==> src/rtl/rtc_bus_pkg.sv <==
package rtc_bus_pkg;
    typedef enum logic [3:0] {
        ST_IDLE,
        ST_ADDR,
        ST_ADDR_ACK,
        ST_WR_BYTE,
        ST_WR_ACK,
        ST_RD_BYTE,
        ST_RD_ACK,
        ST_IGNORE,
        ST_LOCK
    } bus_state_t;
endpackage

==> src/rtl/rtc_sync.sv <==
module rtc_sync #(
    parameter int WIDTH  = 2,
    parameter int STAGES = 2
) (
    input  logic             clk,
    input  logic             rst_n,
    input  logic [WIDTH-1:0] d_i,
    output logic [WIDTH-1:0] q_o,
    output logic [WIDTH-1:0] q_prev_o
);
    logic [WIDTH-1:0] stage_q [STAGES];
    logic [WIDTH-1:0] prev_q;

    always_ff @(posedge clk or negedge rst_n) begin
        if (!rst_n) begin
            for (int i = 0; i < STAGES; i++) stage_q[i] <= '1;
            prev_q <= '1;
        end else begin
            stage_q[0] <= d_i;
            for (int i = 1; i < STAGES; i++) stage_q[i] <= stage_q[i-1];
            prev_q <= stage_q[STAGES-1];
        end
    end

    assign q_o      = stage_q[STAGES-1];
    assign q_prev_o = prev_q;
endmodule

==> src/rtl/rtc_regbank.sv <==
module rtc_regbank #(
    parameter int NUM_REGS = 8,
    parameter int DW       = 8,
    localparam int PW      = $clog2(NUM_REGS)
) (
    input  logic          clk,
    input  logic          rst_n,
    input  logic          bus_we_i,
    input  logic [PW-1:0] bus_idx_i,
    input  logic [DW-1:0] bus_data_i,
    input  logic          host_we_i,
    input  logic [PW-1:0] host_idx_i,
    input  logic [DW-1:0] host_data_i,
    input  logic [PW-1:0] rd_idx_i,
    output logic [DW-1:0] rd_data_o
);
    logic [NUM_REGS*DW-1:0] flat_q;

    for (genvar g = 0; g < NUM_REGS; g++) begin : g_reg
        logic [DW-1:0] r_q;
        always_ff @(posedge clk or negedge rst_n) begin
            if (!rst_n)
                r_q <= '0;
            else if (bus_we_i && bus_idx_i == PW'(g))
                r_q <= bus_data_i;
            else if (host_we_i && host_idx_i == PW'(g))
                r_q <= host_data_i;
        end
        assign flat_q[g*DW +: DW] = r_q;
    end

    assign rd_data_o = flat_q[rd_idx_i*DW +: DW];
endmodule

==> src/rtl/rtc_bus_target.sv <==
module rtc_bus_target
    import rtc_bus_pkg::*;
#(
    parameter logic [6:0] DEV_ADDR    = 7'h68,
    parameter int         NUM_REGS    = 8,
    parameter int         DW          = 8,
    parameter int         SYNC_STAGES = 2
) (
    input  logic       clk,
    input  logic       rst_n,
    input  logic       scl_i,
    input  logic       sda_i,
    output logic       sda_pull_o,
    input  logic       supply_fault_i,
    input  logic       tick_we_i,
    input  logic [2:0] tick_sel_i,
    input  logic [7:0] tick_data_i
);
    localparam int PW = $clog2(NUM_REGS);
    localparam int BW = $clog2(DW + 1);
    localparam logic [BW-1:0] BITS_FULL = BW'(DW);
    localparam logic [BW-1:0] BITS_LAST = BW'(DW - 1);
    localparam logic [PW-1:0] LAST_IDX  = PW'(NUM_REGS - 1);

    logic [1:0] line_s, line_p;
    logic scl_s, sda_s, scl_p, sda_p;
    logic scl_rise, scl_fall, start_det, stop_det;

    bus_state_t    state, state_d;
    logic [DW-1:0] shreg;
    logic [BW-1:0] cnt;
    logic [PW-1:0] ptr, ptr_next;
    logic          is_read, first_byte, nack_seen;
    logic          addr_hit, byte_done, wr_commit, bus_we;
    logic [DW-1:0] rd_data;

    rtc_sync #(.WIDTH(2), .STAGES(SYNC_STAGES)) u_sync (
        .clk(clk), .rst_n(rst_n), .d_i({scl_i, sda_i}),
        .q_o(line_s), .q_prev_o(line_p)
    );

    assign {scl_s, sda_s} = line_s;
    assign {scl_p, sda_p} = line_p;
    assign scl_rise  = scl_s & ~scl_p;
    assign scl_fall  = ~scl_s & scl_p;
    assign start_det = scl_s & scl_p & sda_p & ~sda_s;
    assign stop_det  = scl_s & scl_p & ~sda_p & sda_s;

    assign addr_hit  = (shreg[DW-1:1] == DEV_ADDR);
    assign byte_done = scl_fall && (cnt == BITS_FULL);
    assign ptr_next  = (ptr == LAST_IDX) ? '0 : ptr + 1'b1;
    assign wr_commit = (state == ST_WR_BYTE) && byte_done && !supply_fault_i && !start_det;
    assign bus_we    = wr_commit && !first_byte;

    rtc_regbank #(.NUM_REGS(NUM_REGS), .DW(DW)) u_bank (
        .clk(clk), .rst_n(rst_n),
        .bus_we_i(bus_we), .bus_idx_i(ptr), .bus_data_i(shreg),
        .host_we_i(tick_we_i), .host_idx_i(tick_sel_i[PW-1:0]), .host_data_i(tick_data_i),
        .rd_idx_i(ptr), .rd_data_o(rd_data)
    );

    // next-state logic
    always_comb begin
        state_d = state;
        if (supply_fault_i)
            state_d = ST_LOCK;
        else if (state == ST_LOCK)
            state_d = ST_IDLE;
        else if (start_det)
            state_d = ST_ADDR;
        else if (stop_det)
            state_d = ST_IDLE;
        else begin
            unique case (state)
                ST_ADDR:     if (byte_done) state_d = addr_hit ? ST_ADDR_ACK : ST_IGNORE;
                ST_ADDR_ACK: if (scl_fall)  state_d = is_read ? ST_RD_BYTE : ST_WR_BYTE;
                ST_WR_BYTE:  if (byte_done) state_d = ST_WR_ACK;
                ST_WR_ACK:   if (scl_fall)  state_d = ST_WR_BYTE;
                ST_RD_BYTE:  if (scl_fall && cnt == BITS_LAST) state_d = ST_RD_ACK;
                ST_RD_ACK:   if (scl_fall)  state_d = nack_seen ? ST_IGNORE : ST_RD_BYTE;
                default:     state_d = state;
            endcase
        end
    end

    // state register
    always_ff @(posedge clk or negedge rst_n) begin
        if (!rst_n) state <= ST_IDLE;
        else        state <= state_d;
    end

    // datapath: shift register, bit counter, pointer, flags
    always_ff @(posedge clk or negedge rst_n) begin
        if (!rst_n) begin
            shreg <= '0; cnt <= '0; ptr <= '0;
            is_read <= 1'b0; first_byte <= 1'b0; nack_seen <= 1'b0;
        end else if (supply_fault_i) begin
            ptr <= '0; cnt <= '0; first_byte <= 1'b0; nack_seen <= 1'b0;
        end else if (start_det) begin
            cnt <= '0;
        end else begin
            unique case (state)
                ST_ADDR, ST_WR_BYTE: begin
                    if (scl_rise && cnt != BITS_FULL) begin
                        shreg <= {shreg[DW-2:0], sda_s};
                        cnt   <= cnt + 1'b1;
                    end else if (byte_done) begin
                        cnt <= '0;
                        if (state == ST_ADDR) begin
                            is_read    <= shreg[0];
                            first_byte <= 1'b1;
                        end else begin
                            ptr        <= first_byte ? shreg[PW-1:0] : ptr_next;
                            first_byte <= 1'b0;
                        end
                    end
                end
                ST_ADDR_ACK: if (scl_fall && is_read) shreg <= rd_data;
                ST_RD_BYTE: if (scl_fall) begin
                    shreg <= {shreg[DW-2:0], 1'b1};
                    if (cnt == BITS_LAST) begin
                        cnt       <= '0;
                        ptr       <= ptr_next;
                        nack_seen <= 1'b0;
                    end else begin
                        cnt <= cnt + 1'b1;
                    end
                end
                ST_RD_ACK: begin
                    if (scl_rise) nack_seen <= sda_s;
                    if (scl_fall && !nack_seen) shreg <= rd_data;
                end
                default: ;
            endcase
        end
    end

    // outputs
    always_comb begin
        unique case (state)
            ST_ADDR_ACK, ST_WR_ACK: sda_pull_o = 1'b1;
            ST_RD_BYTE:             sda_pull_o = ~shreg[DW-1];
            default:                sda_pull_o = 1'b0;
        endcase
    end

    assert_fault_locks_R8: assert property (@(posedge clk) disable iff (!rst_n)
        supply_fault_i |=> (state == ST_LOCK && ptr == '0 && !sda_pull_o));

    assert_lock_quiet_R9: assert property (@(posedge clk) disable iff (!rst_n)
        (state == ST_LOCK) |-> (!sda_pull_o && !bus_we));

    assert_lock_exit_R10: assert property (@(posedge clk) disable iff (!rst_n)
        (state == ST_LOCK && !supply_fault_i) |=> (state == ST_IDLE));

    assert_ignore_release_R6: assert property (@(posedge clk) disable iff (!rst_n)
        (state == ST_IGNORE) |-> !sda_pull_o);

    assert_read_step_R4: assert property (@(posedge clk) disable iff (!rst_n)
        $rose(state == ST_RD_ACK) |->
            (ptr == (($past(ptr) == LAST_IDX) ? '0 : $past(ptr) + 1'b1)));

    assert_stop_keeps_ptr_R7: assert property (@(posedge clk) disable iff (!rst_n)
        (stop_det && !supply_fault_i) |=> (state == ST_IDLE && $stable(ptr)));
endmodule

==> config.mk <==
export PLATFORM = sky130hd
export DESIGN_NAME = rtc_bus_target
export DESIGN_NICKNAME = d
export VERILOG_FILES = /design/src/rtl/rtc_bus_pkg.sv /design/src/rtl/rtc_sync.sv /design/src/rtl/rtc_regbank.sv /design/src/rtl/rtc_bus_target.sv
export SDC_FILE = /design/constraint.sdc
export NUM_CORES = 1
export LEC_CHECK = 0
export CORE_MARGIN = 2
export CORE_UTILIZATION = 50
export DETAILED_ROUTE_END_ITERATION = 10
export MAX_ROUTING_LAYER = met4
export PLACE_DENSITY_LB_ADDON = 0.1
export SYNTH_ARGS = -nofsm -noshare
export SYNTH_HDL_FRONTEND = slang
export SYNTH_HIERARCHICAL = 1
export SYNTH_SLANG_ARGS = --single-unit
==> constraint.sdc <==
create_clock -name clk -period 5.52 [get_ports clk]
set_input_delay 0.552 -clock clk [delete_from_list [all_inputs] [get_ports clk]]
set_output_delay 0.552 -clock clk [all_outputs]
set_load 0.02 [all_outputs]
; Word-level counts from Yosys, hierarchy flattened
; Index checks and enable logic that the tools add are counted.
[word_totals]
word_cells = 201
memories = 0
latch_bits = 0
rom_bits = 0
ramBits = 0
ff_bits = 92
[op_classes]
n_reduce_logical = 55
addsub = 2
n_mux = 65
mul = 0
div_mod_pow = 0
n_shift = 1
bitwise = 15
n_eq_ne = 45
order_cmp = 0
[op_table]
columns = op, count
row1 = $mux W8, 20
row2 = $mux W4, 16
row3 = $shiftx A64 B7 Y8, 1
row4 = $mux W3, 11
row5 = $pmux W8 S4, 1
row6 = $ne A6 B6 Y1 const B, 5
row7 = $logic_and A1 B1 Y1, 25
row8 = $eq A3 B3 Y1 const B, 8
row9 = $pmux W4 S6, 1
row10 = $reduce_and A7 Y1, 3
row11 = $reduce_bool A2 Y1, 10
row12 = $ne A3 B3 Y1 const B, 6
row13 = $eq A4 B3 Y1 const B, 4
row14 = $eq A3 B2 Y1 const B, 4
row15 = $ne A2 B2 Y1 const B, 6
row16 = $mux W1, 11
row17 = $reduce_bool A10 Y1, 1
row18 = $eq A4 B2 Y1 const B, 2
row19 = $eq A4 B4 Y1 const B, 2
row20 = $ne A4 B4 Y1 const B, 2
row21 = $not A1 Y1, 8
row22 = $pmux W4 S2, 1
row23 = $reduce_bool A4 Y1, 2
row24 = $and A1 B1 Y1, 7
row25 = 18 further kinds, 26

; Depth between registers and ports, before layout
; Gate-level depths: netlist of run 1.
[depth]
word_depth = 9
ltp_mapped = 10
depth_no_buf = 8

; Cells and area by module
; The synthesis of run 1 kept the hierarchy.
[modules_own_cells]
columns = mod, area_per_inst_um2, cells_per_inst, instances
row1 = rtc_regbank, 3661.0, 336, 1
row2 = rtc_bus_target, 1576.5, 170, 1
row3 = rtc_sync, 172.7, 8, 1

; Least setup slack after synthesis of run 1
; OpenSTA, ideal clock, no wires.
[synth_timing]
path_type = register to register
start = reg state[2]
end = reg u_bank.g_reg[0].r_q[5]
path_slack_ns = 2.871
required_ns = 5.392
arrival_time_ns = 2.521
setup_time_ns = 0.128
stages_incl_launch_ff = 9
path_cell_list = dfrtp_1 -> buf_6 -> or3b_1 -> or4_4 -> nor4_1 -> clkbuf_1 -> nor4b_2 -> buf_2 -> o21ai_0
[synth_via]
elab_chain_len = 7
word_cells_on_any_way = 8
cone_classes = eq/ne: 1 / mux: 1 / reduce/logical: 6
[synth_lines]
columns = item, line_no
row1 = start: declaration, rtc_bus_target.sv:29  ; bus_state_t state, state_d;
row2 = start signal: assignment, rtc_bus_target.sv:89  ; else state <= state_d;
row3 = $eq A4 B2 Y1 (*), rtc_bus_target.sv:52  ; assign wr_commit = (state == ST_WR_BYTE) && byte_done && !supply_fault_i && !start_det;
row4 = $logic_and A1 B1 Y1 (*) (3 in series), rtc_bus_target.sv:52
row5 = $logic_and A1 B1 Y1 (*), rtc_bus_target.sv:53  ; assign bus_we = wr_commit && !first_byte;
row6 = via bus_we, rtc_bus_target.sv:34  ; logic addr_hit, byte_done, wr_commit, bus_we;
row7 = $logic_and A1 B1 Y1 (*), rtc_regbank.sv:24  ; else if (bus_we_i && bus_idx_i == PW'(g))
row8 = $mux W8 or $reduce_bool A2 Y1 (tied branches), --
row9 = end signal: assignment, rtc_regbank.sv:25  ; r_q <= bus_data_i;
row10 = end signal: assignment, rtc_regbank.sv:27  ; r_q <= host_data_i;
row11 = end: declaration, rtc_regbank.sv:20  ; logic [DW-1:0] r_q;
; The timed path passes the listed nets; every way through them passes the cells marked *.
; A chain may end at the register's enable or synchronous reset.

; Final worst setup path of run 1
[layout_timing]
start = reg state[3]
end = reg u_bank.g_reg[5].r_q[4]
[layout_via]
elab_chain_len = 7
word_cells_on_any_way = 8
cone_classes = eq/ne: 1 / mux: 1 / reduce/logical: 6
[layout_lines]
columns = item, line_no
row1 = $eq A4 B2 Y1 (*), rtc_bus_target.sv:52
row2 = $logic_and A1 B1 Y1 (*) (3 in series), rtc_bus_target.sv:52
row3 = $logic_and A1 B1 Y1 (*), rtc_bus_target.sv:53
row4 = via bus_we, rtc_bus_target.sv:34
row5 = $logic_and A1 B1 Y1 (*), rtc_regbank.sv:24
row6 = $mux W8 or $reduce_bool A2 Y1 (tied branches), --
row7 = end signal: assignment, rtc_regbank.sv:25
row8 = end signal: assignment, rtc_regbank.sv:27
row9 = end: declaration, rtc_regbank.sv:20
; Marks and branches as above.

==> results.md, run 1 <==
## Final layout
• 0 — antenna diode count
• 14.26% — layout cells sized above 1
• 0.005786 mm^2 — post-route cell area
• 521 — Final #Nets
• 55.54% — core utilization of the finished layout
• 0.002310 mm^2 — register area
• 914 — count of filler cells inserted in the layout
• 0.002855 mm^2 — footprint of the multi-input gates
• 6.938% — area overhead of the layout relative to synthesis

## Timing
• 0 — Finish-stage setup viols
• 8.233 ps — Max Clock Skew
• 69.86% — final critical-path share of the clock period
• 0 — number of max-slew violations in the final report
• 93.92 ps — Worst Hold Margin
• 1103 ps — transition at the pin with the smallest max-transition slack
• 0 — Hold Violations, Final
• 0 ps — total negative slack
• false — unrepaired setup endpoints after global routing
• 259.3 MHz — highest achievable clock rate
• 3856 ps — Min Clock Period, post-route
• 26.25% — slew margin rel.

## Clock network
• 0 — post-CTS resize count
• 90 ps — clock transition at the registers of the reported paths
• sky130_fd_sc_hd__clkbuf_8 — clock root cell
• 0 — post-CTS setup buffer count
• 92 — TritonCTS sink count
• 9 — Num CTS Buffers
• built — clock tree from TritonCTS
• 380 ps — clock latency of the later-clocked register in the worst-skew pair
• 2 — Max Buffers Root-to-Sink
• 0 — Hold Buf Count CTS
• 3 — H-tree depth

## Floorplan
• 108.0 um — Die Span X
• 18 — num ports
• 51.94% — starting utilization of the core area
• 0.01042 mm^2 — Core Box Area
• 108.0 um — die height
• 0.01167 mm^2 — Die Outline Area
• 37 — number of rows in the core area

## Route
• 12790 um — DRT Wirelength
• 0 — DRC violation count after routing
• 3800 — vias
• 19.95 um — detail-routed net length per standard cell
• 0 — Antenna Violating Nets Remaining
• 310 — starting DRC count in detailed routing
• 5.928 — vias per cell
• 5 — number of detailed-routing iterations run before antenna repair

## Power
• 0.6577 mW — power dissipated by switching net loads
• 23.8% — share of total power in the clock network
• 1.976 mW — Power Total
• 2.475 nW — leak pwr
• 24.1% — Gate power share
• 341.5 mW/mm^2 — power per cell area
• 1.318 mW — internal portion of total power
• 33.29% — switching power as a share of total power
• 0.0001661 V — IR drop worst, VDD
• 52.1% — sequential cell fraction of total power

## Logic synthesis
• sky130_fd_sc_hd__dfrtp_1, sky130_fd_sc_hd__mux2i_1, sky130_fd_sc_hd__nor2_1 — most instantiated cells after synthesis
• sky130_fd_sc_hd__dfrtp_1 — flip-flop cell with the highest count after synthesis
• 100.0% — share of async-settable or async-resettable flops after synthesis
• 535 — net count after synthesis
• 42.69% — share of synthesized area occupied by flip-flops and latches
• 61 — count of cell types in the netlist
• 6 — warnings from Yosys
• 39.78% — top-area cell type share of the netlist area
• sky130_fd_sc_hd__dfrtp_1 — area leader, netlist
• 10.53 um^2 — synthesized area per cell
• 0 — Post-synth EDFFs
• sky130_fd_sc_hd__dfrtp_1 — count leader, synth
• 0.005410 mm^2 — synthesized cell area
• 514 — number of standard cells after synthesis
• 92 — flip-flop and latch count after synthesis
• sky130_fd_sc_hd__dfrtp_1, sky130_fd_sc_hd__mux2i_1, sky130_fd_sc_hd__mux4_1 — leading post-synthesis cells by cell area

## Placement
• 8277 um — final HPWL from detailed placement
• 0.005589 mm^2 — total placed instance area
• 0.8295 — gpl congestion
• 17 — # port buffers

## Global route
• 0 — antenna violations before repair
• 24.46% — aggregate global-route resource usage
• 63 — largest net degree at the start of global routing
• 0 — total congestion overflow
• 20570 um — global-route wire length before repair
• 3626 — vias in the first global route

## Worst hold path
• input pin to asynchronous set/reset pin — type of the worst min-delay path

## Outcome
• finished, final reports clean — status

## Setup path
• 5730 ps — required time reported for the critical path endpoint
• 17 — worst-path fanout max
• 4070 ps — Critical Path AT
• flip-flop to flip-flop — Setup Crit Path Kind
• flip-flop — capturing element type of the critical path
• flip-flop — crit start category

## Run
• 0 — max cap viols

==> power by group through the flow <==
stage | sequential, mW | combinational [mW] | clock [mW]
3_3_place_gp | 1.03 | 0.468 | 0
5_1_grt | 1.06 | 0.531 | 0.515
2_1_floorplan | 0.890 | 0.475 | 0
3_5_place_dp | 1.04 | 0.477 | 0
4_1_cts | 1.03 | 0.478 | 0.484
6_report | 1.03 | 0.475 | 0.471
==> worst paths after layout <==
path | from | end | slack [ps] | depth (start not counted)
setup / recovery | state[3] | u_bank/g_reg[5].r_q[4] | 1660 | 6
setup reg to reg | state[3] | u_bank/g_reg[5].r_q[4] | 1660 | 6
hold reg to reg | u_sync/stage_q[3] | u_sync/q_o[1] | 360 | 0
min in group clk | u_sync/stage_q[3] | u_sync/q_o[1] | 360 | 0
hold / removal | rst_n | u_bank/g_reg[4].r_q[6] | 90 | 1
max in group asynchronous | rst_n | nack_seen | 4280 | 2
==> critical path, cell delays in order (launching register included) <==
cell and delay, ps:
sky130_fd_sc_hd__dfrtp_1 570, sky130_fd_sc_hd__or3b_1 480, sky130_fd_sc_hd__or4_4 540, sky130_fd_sc_hd__nor4_1 790
sky130_fd_sc_hd__nand4b_1 930, sky130_fd_sc_hd__nor2_1 300, sky130_fd_sc_hd__a21oi_1 70
==> stage by stage <==
stage               worst slack, ps  std cells
floorplan                      2871        514
global placement               1810        625
detailed placement             1720        625
CTS                            1704        641
global route                   1265        641
finish                         1664        641
==> per-layer routing <==
metal  track usage, %  routed length (um)  part of all wire [%]
met5                -                   0                     0
met4            8.608                 238                   1.9
met1            34.44                6180                    48
met2            36.61                5844                    46
met3            3.255                 528                   4.1
==> cell usage in the layout (no fill, tap or decap), types with 4 or more instances in the layout <==
| cell | synthesis | routed |
|---|---|---|
| sky130_fd_sc_hd__clkdlybuf4s50_1 | 0 | 16 |
| sky130_fd_sc_hd__nor2_1 | 51 | 51 |
| sky130_fd_sc_hd__nand3_1 | 8 | 8 |
| sky130_fd_sc_hd__buf_4 | 3 | 9 |
| sky130_fd_sc_hd__nand4b_1 | 8 | 8 |
| sky130_fd_sc_hd__mux2_2 | 24 | 24 |
| sky130_fd_sc_hd__ha_1 | 4 | 4 |
| sky130_fd_sc_hd__inv_1 | 7 | 7 |
| sky130_fd_sc_hd__nand2_1 | 44 | 44 |
| sky130_fd_sc_hd__nor2b_1 | 4 | 4 |
| sky130_fd_sc_hd__clkbuf_1 | 28 | 4 |
| sky130_fd_sc_hd__dfstp_2 | 6 | 6 |
| sky130_fd_sc_hd__mux2i_1 | 67 | 67 |
| sky130_fd_sc_hd__nor3_1 | 5 | 5 |
| sky130_fd_sc_hd__and4bb_2 | 4 | 4 |
| sky130_fd_sc_hd__o21ai_0 | 35 | 35 |
| sky130_fd_sc_hd__dfrtp_1 | 86 | 86 |
| sky130_fd_sc_hd__clkbuf_8 | 0 | 11 |
| sky130_fd_sc_hd__a21oi_1 | 40 | 40 |
| sky130_fd_sc_hd__mux4_1 | 15 | 15 |
==> state kept, by name, summed over array words and instances, names as in the netlist <==
name / cells
first_byte: 1
cnt: 4
u_sync/stage_q: 2
u_bank/g.r_q: 64
is_read: 1
u_sync/q_o: 2
u_sync/q_prev_o: 2
nack_seen: 1
ptr: 3
shreg: 8
state: 4
==> logic make-up after synthesis <==
family                   after synthesis  synth area share (%)
AND/OR/NAND/NOR                      151                 14.59
multiplexers                         107                 25.09
AO/OA/AOI/OAI                        100                 11.12
flip-flops                            92                 42.69
buffers and inverters                 57                 5.088
adder cells (fa/ha/maj)                4                0.9251
XOR/XNOR                               3                0.4858
==> final cells by class <==
type,instances,area share [%]
Clock buffer,15,2.876
Clock inverter,1,0.5190
Inverter,7,0.4542
Multi-Input combinational cell,365,49.35
Sequential cell,92,39.92
Tap cell,136,2.941
Timing Repair Buffer,25,3.936
Power figures use the tool's default switching activity.
==> inputs of run 2 (changes only) <==
- clock period: 5.52 -> 3.7 ns (I/O delays scaled with it)
==> results.md, run 2 (same netlist as run 1, synthesis figures left out) <==
## Floorplan
• 37 — number of rows in the core area
• 51.94% — starting utilization of the core area
• 18 — num ports
• 108.0 um — die height
• 108.0 um — Die Span X
• 0.01167 mm^2 — Die Outline Area
• 0.01042 mm^2 — Core Box Area

## Route
• 3915 — vias
• 6.023 — vias per cell
• 6171 um — wire length the detailed router placed on met1
• 0 — DRC violation count after routing
• 6265 um — routed length on met2
• 13230 um — DRT Wirelength
• met4 — top metal layer carrying routed signals
• 20.35 um — detail-routed net length per standard cell
• 357 — starting DRC count in detailed routing
• 560 um — DR WL met3
• 0 — Antenna Violating Nets Remaining
• 5 — number of detailed-routing iterations run before antenna repair

## Timing
• 159.0 ps — Worst Hold Margin
• 345.3 MHz — highest achievable clock rate
• 0 — number of max-slew violations in the final report
• 0 ps — total negative slack
• 2896 ps — Min Clock Period, post-route
• 0 — Finish-stage setup viols
• 9.022 ps — Max Clock Skew
• false — unrepaired setup endpoints after global routing
• 78.26% — final critical-path share of the clock period
• 0 — Hold Violations, Final
• 1183 ps — transition at the pin with the smallest max-transition slack
• 21.12% — slew margin rel.

## Outcome
• finished, final reports clean — status

## Placement
• 634 — number of cells in the design after placement
• 8596 um — final HPWL from detailed placement
• 0.8627 — gpl congestion
• 17 — # port buffers

## Global route
• 21060 um — global-route wire length before repair
• 0 — total congestion overflow
• 24.90% — aggregate global-route resource usage
• 3825 — vias in the first global route
• 84 — largest net degree at the start of global routing
• 0 — antenna violations before repair

## Final layout
• 0 — antenna diode count
• u_bank/g.r_q — Reg with most FFs
• sky130_fd_sc_hd__dfrtp_1, sky130_fd_sc_hd__mux2i_1, sky130_fd_sc_hd__nor2_1 — commonest non-fill, non-tap cells in the layout
• 8.256% — area overhead of the layout relative to synthesis
• 530 — Final #Nets
• 650 — post-layout instance count excluding filler cells
• 0.002855 mm^2 — footprint of the multi-input gates
• 916 — count of filler cells inserted in the layout
• 64 — flip-flop count of the largest register, all copies and words added
• sky130_fd_sc_hd__dfrtp_1 — leading cell type in the layout, fill and taps excluded
• 0.002310 mm^2 — register area
• u_bank/g.r_q: 64 flops, shreg: 8 flops — Regs by FF count
• 16.54% — layout cells sized above 1

## Setup path
• flip-flop to flip-flop — Setup Crit Path Kind
• flip-flop — capturing element type of the critical path
• 3120 ps — Critical Path AT
• 9 — length in cells of the worst reg-to-reg path
• u_bank/g_reg[7].r_q[2] — capturing point of the worst reg2reg path
• 800 ps — R2R setup slack
• 3930 ps — required time reported for the critical path endpoint
• cnt[0] — startpoint of the worst register-to-register path
• flip-flop — crit start category
• cnt[0] — CP startpoint
• 16 — worst-path fanout max

## Clock network
• sky130_fd_sc_hd__clkbuf_8 — clock root cell
• 90 ps — clock transition at the registers of the reported paths
• 9 — Num CTS Buffers
• 0 — post-CTS setup buffer count
• 370 ps — clock latency of the later-clocked register in the worst-skew pair
• 2 — Max Buffers Root-to-Sink
• 0 — Hold Buf Count CTS
• 92 — TritonCTS sink count
• built — clock tree from TritonCTS
• 3 — H-tree depth
• 0 — post-CTS resize count

## Power
• 0.0002185 V — IR drop worst, VDD
• 2.528 nW — leak pwr
• 507.5 mW/mm^2 — power per cell area

## Worst hold path
• input pin to asynchronous set/reset pin — type of the worst min-delay path

## Run
• 0 — max cap viols

-- run 2: changes by cell type in the layout (fill, tap and decap cells not counted), sizes merged --
cell,change
inv,+1
clkinv,+4
buf,+9
clkbuf,-5
-- run 2: power by group --
| part | leakage (nW) | total [mW] | switching (mW) | internal [mW] |
|---|---|---|---|---|
| combinational | 1.29 | 0.793 | 0.380 | 0.413 |
| sequential | 1.13 | 1.48 | 0.257 | 1.22 |
| clock | 0.106 | 0.703 | 0.372 | 0.331 |
| total | 2.53 | 2.97 | 1.01 | 1.96 |
-- run 2: through the flow --
stage	total power, mW	setup slack (ps)	instance area [um^2]	util, %
5_1_grt	3.141	625.0	5857	56.23
6_report	2.973	804.2	5857	56.23
3_3_place_gp	2.263	902.1	5657	54.31
3_5_place_dp	2.282	834.5	5657	54.31
2_1_floorplan	2.037	1051	5410	-
4_1_cts	2.986	808.1	5857	56.23
-- run 2: final cells by class --
type / count / share of cell area [%]
multi-input cells: 365 / 48.75
clock buffers: 10 / 2.350
flip-flops and latches: 92 / 39.44
clock inverters: 6 / 1.068
well taps: 136 / 2.905
inverters: 7 / 0.4486
repair buffers: 34 / 5.042
-- run 2: layer usage --
layer	vias to the layer above	GRT usage (%)
met5	-	-
met1	1946	34.08
met2	90	38.99
met4	0	8.608
met3	20	2.592
li1	1859	-
-- run 2: critical path, stage by stage (launching register included) --
cell and delay (ps):
sky130_fd_sc_hd__dfrtp_1 400, sky130_fd_sc_hd__inv_1 100, sky130_fd_sc_hd__ha_1 150, sky130_fd_sc_hd__nand3b_1 180
sky130_fd_sc_hd__or4_4 510, sky130_fd_sc_hd__nor4_1 250, sky130_fd_sc_hd__buf_4 190, sky130_fd_sc_hd__nand4_1 590
sky130_fd_sc_hd__nor2_1 300, sky130_fd_sc_hd__a21oi_1 70
-- run 2: worst max-delay path by stage --
stage	to	slack [ps]	cells after the start
after global routing	u_bank/g_reg[7].r_q[3]	620	9
after CTS	u_bank/g_reg[7].r_q[2]	810	7
after detailed placement	u_bank/g_reg[7].r_q[2]	830	7
after floorplan	u_bank/g_reg[0].r_q[5]	1050	8
after global placement	u_bank/g_reg[7].r_q[0]	900	7
final	u_bank/g_reg[7].r_q[2]	800	9
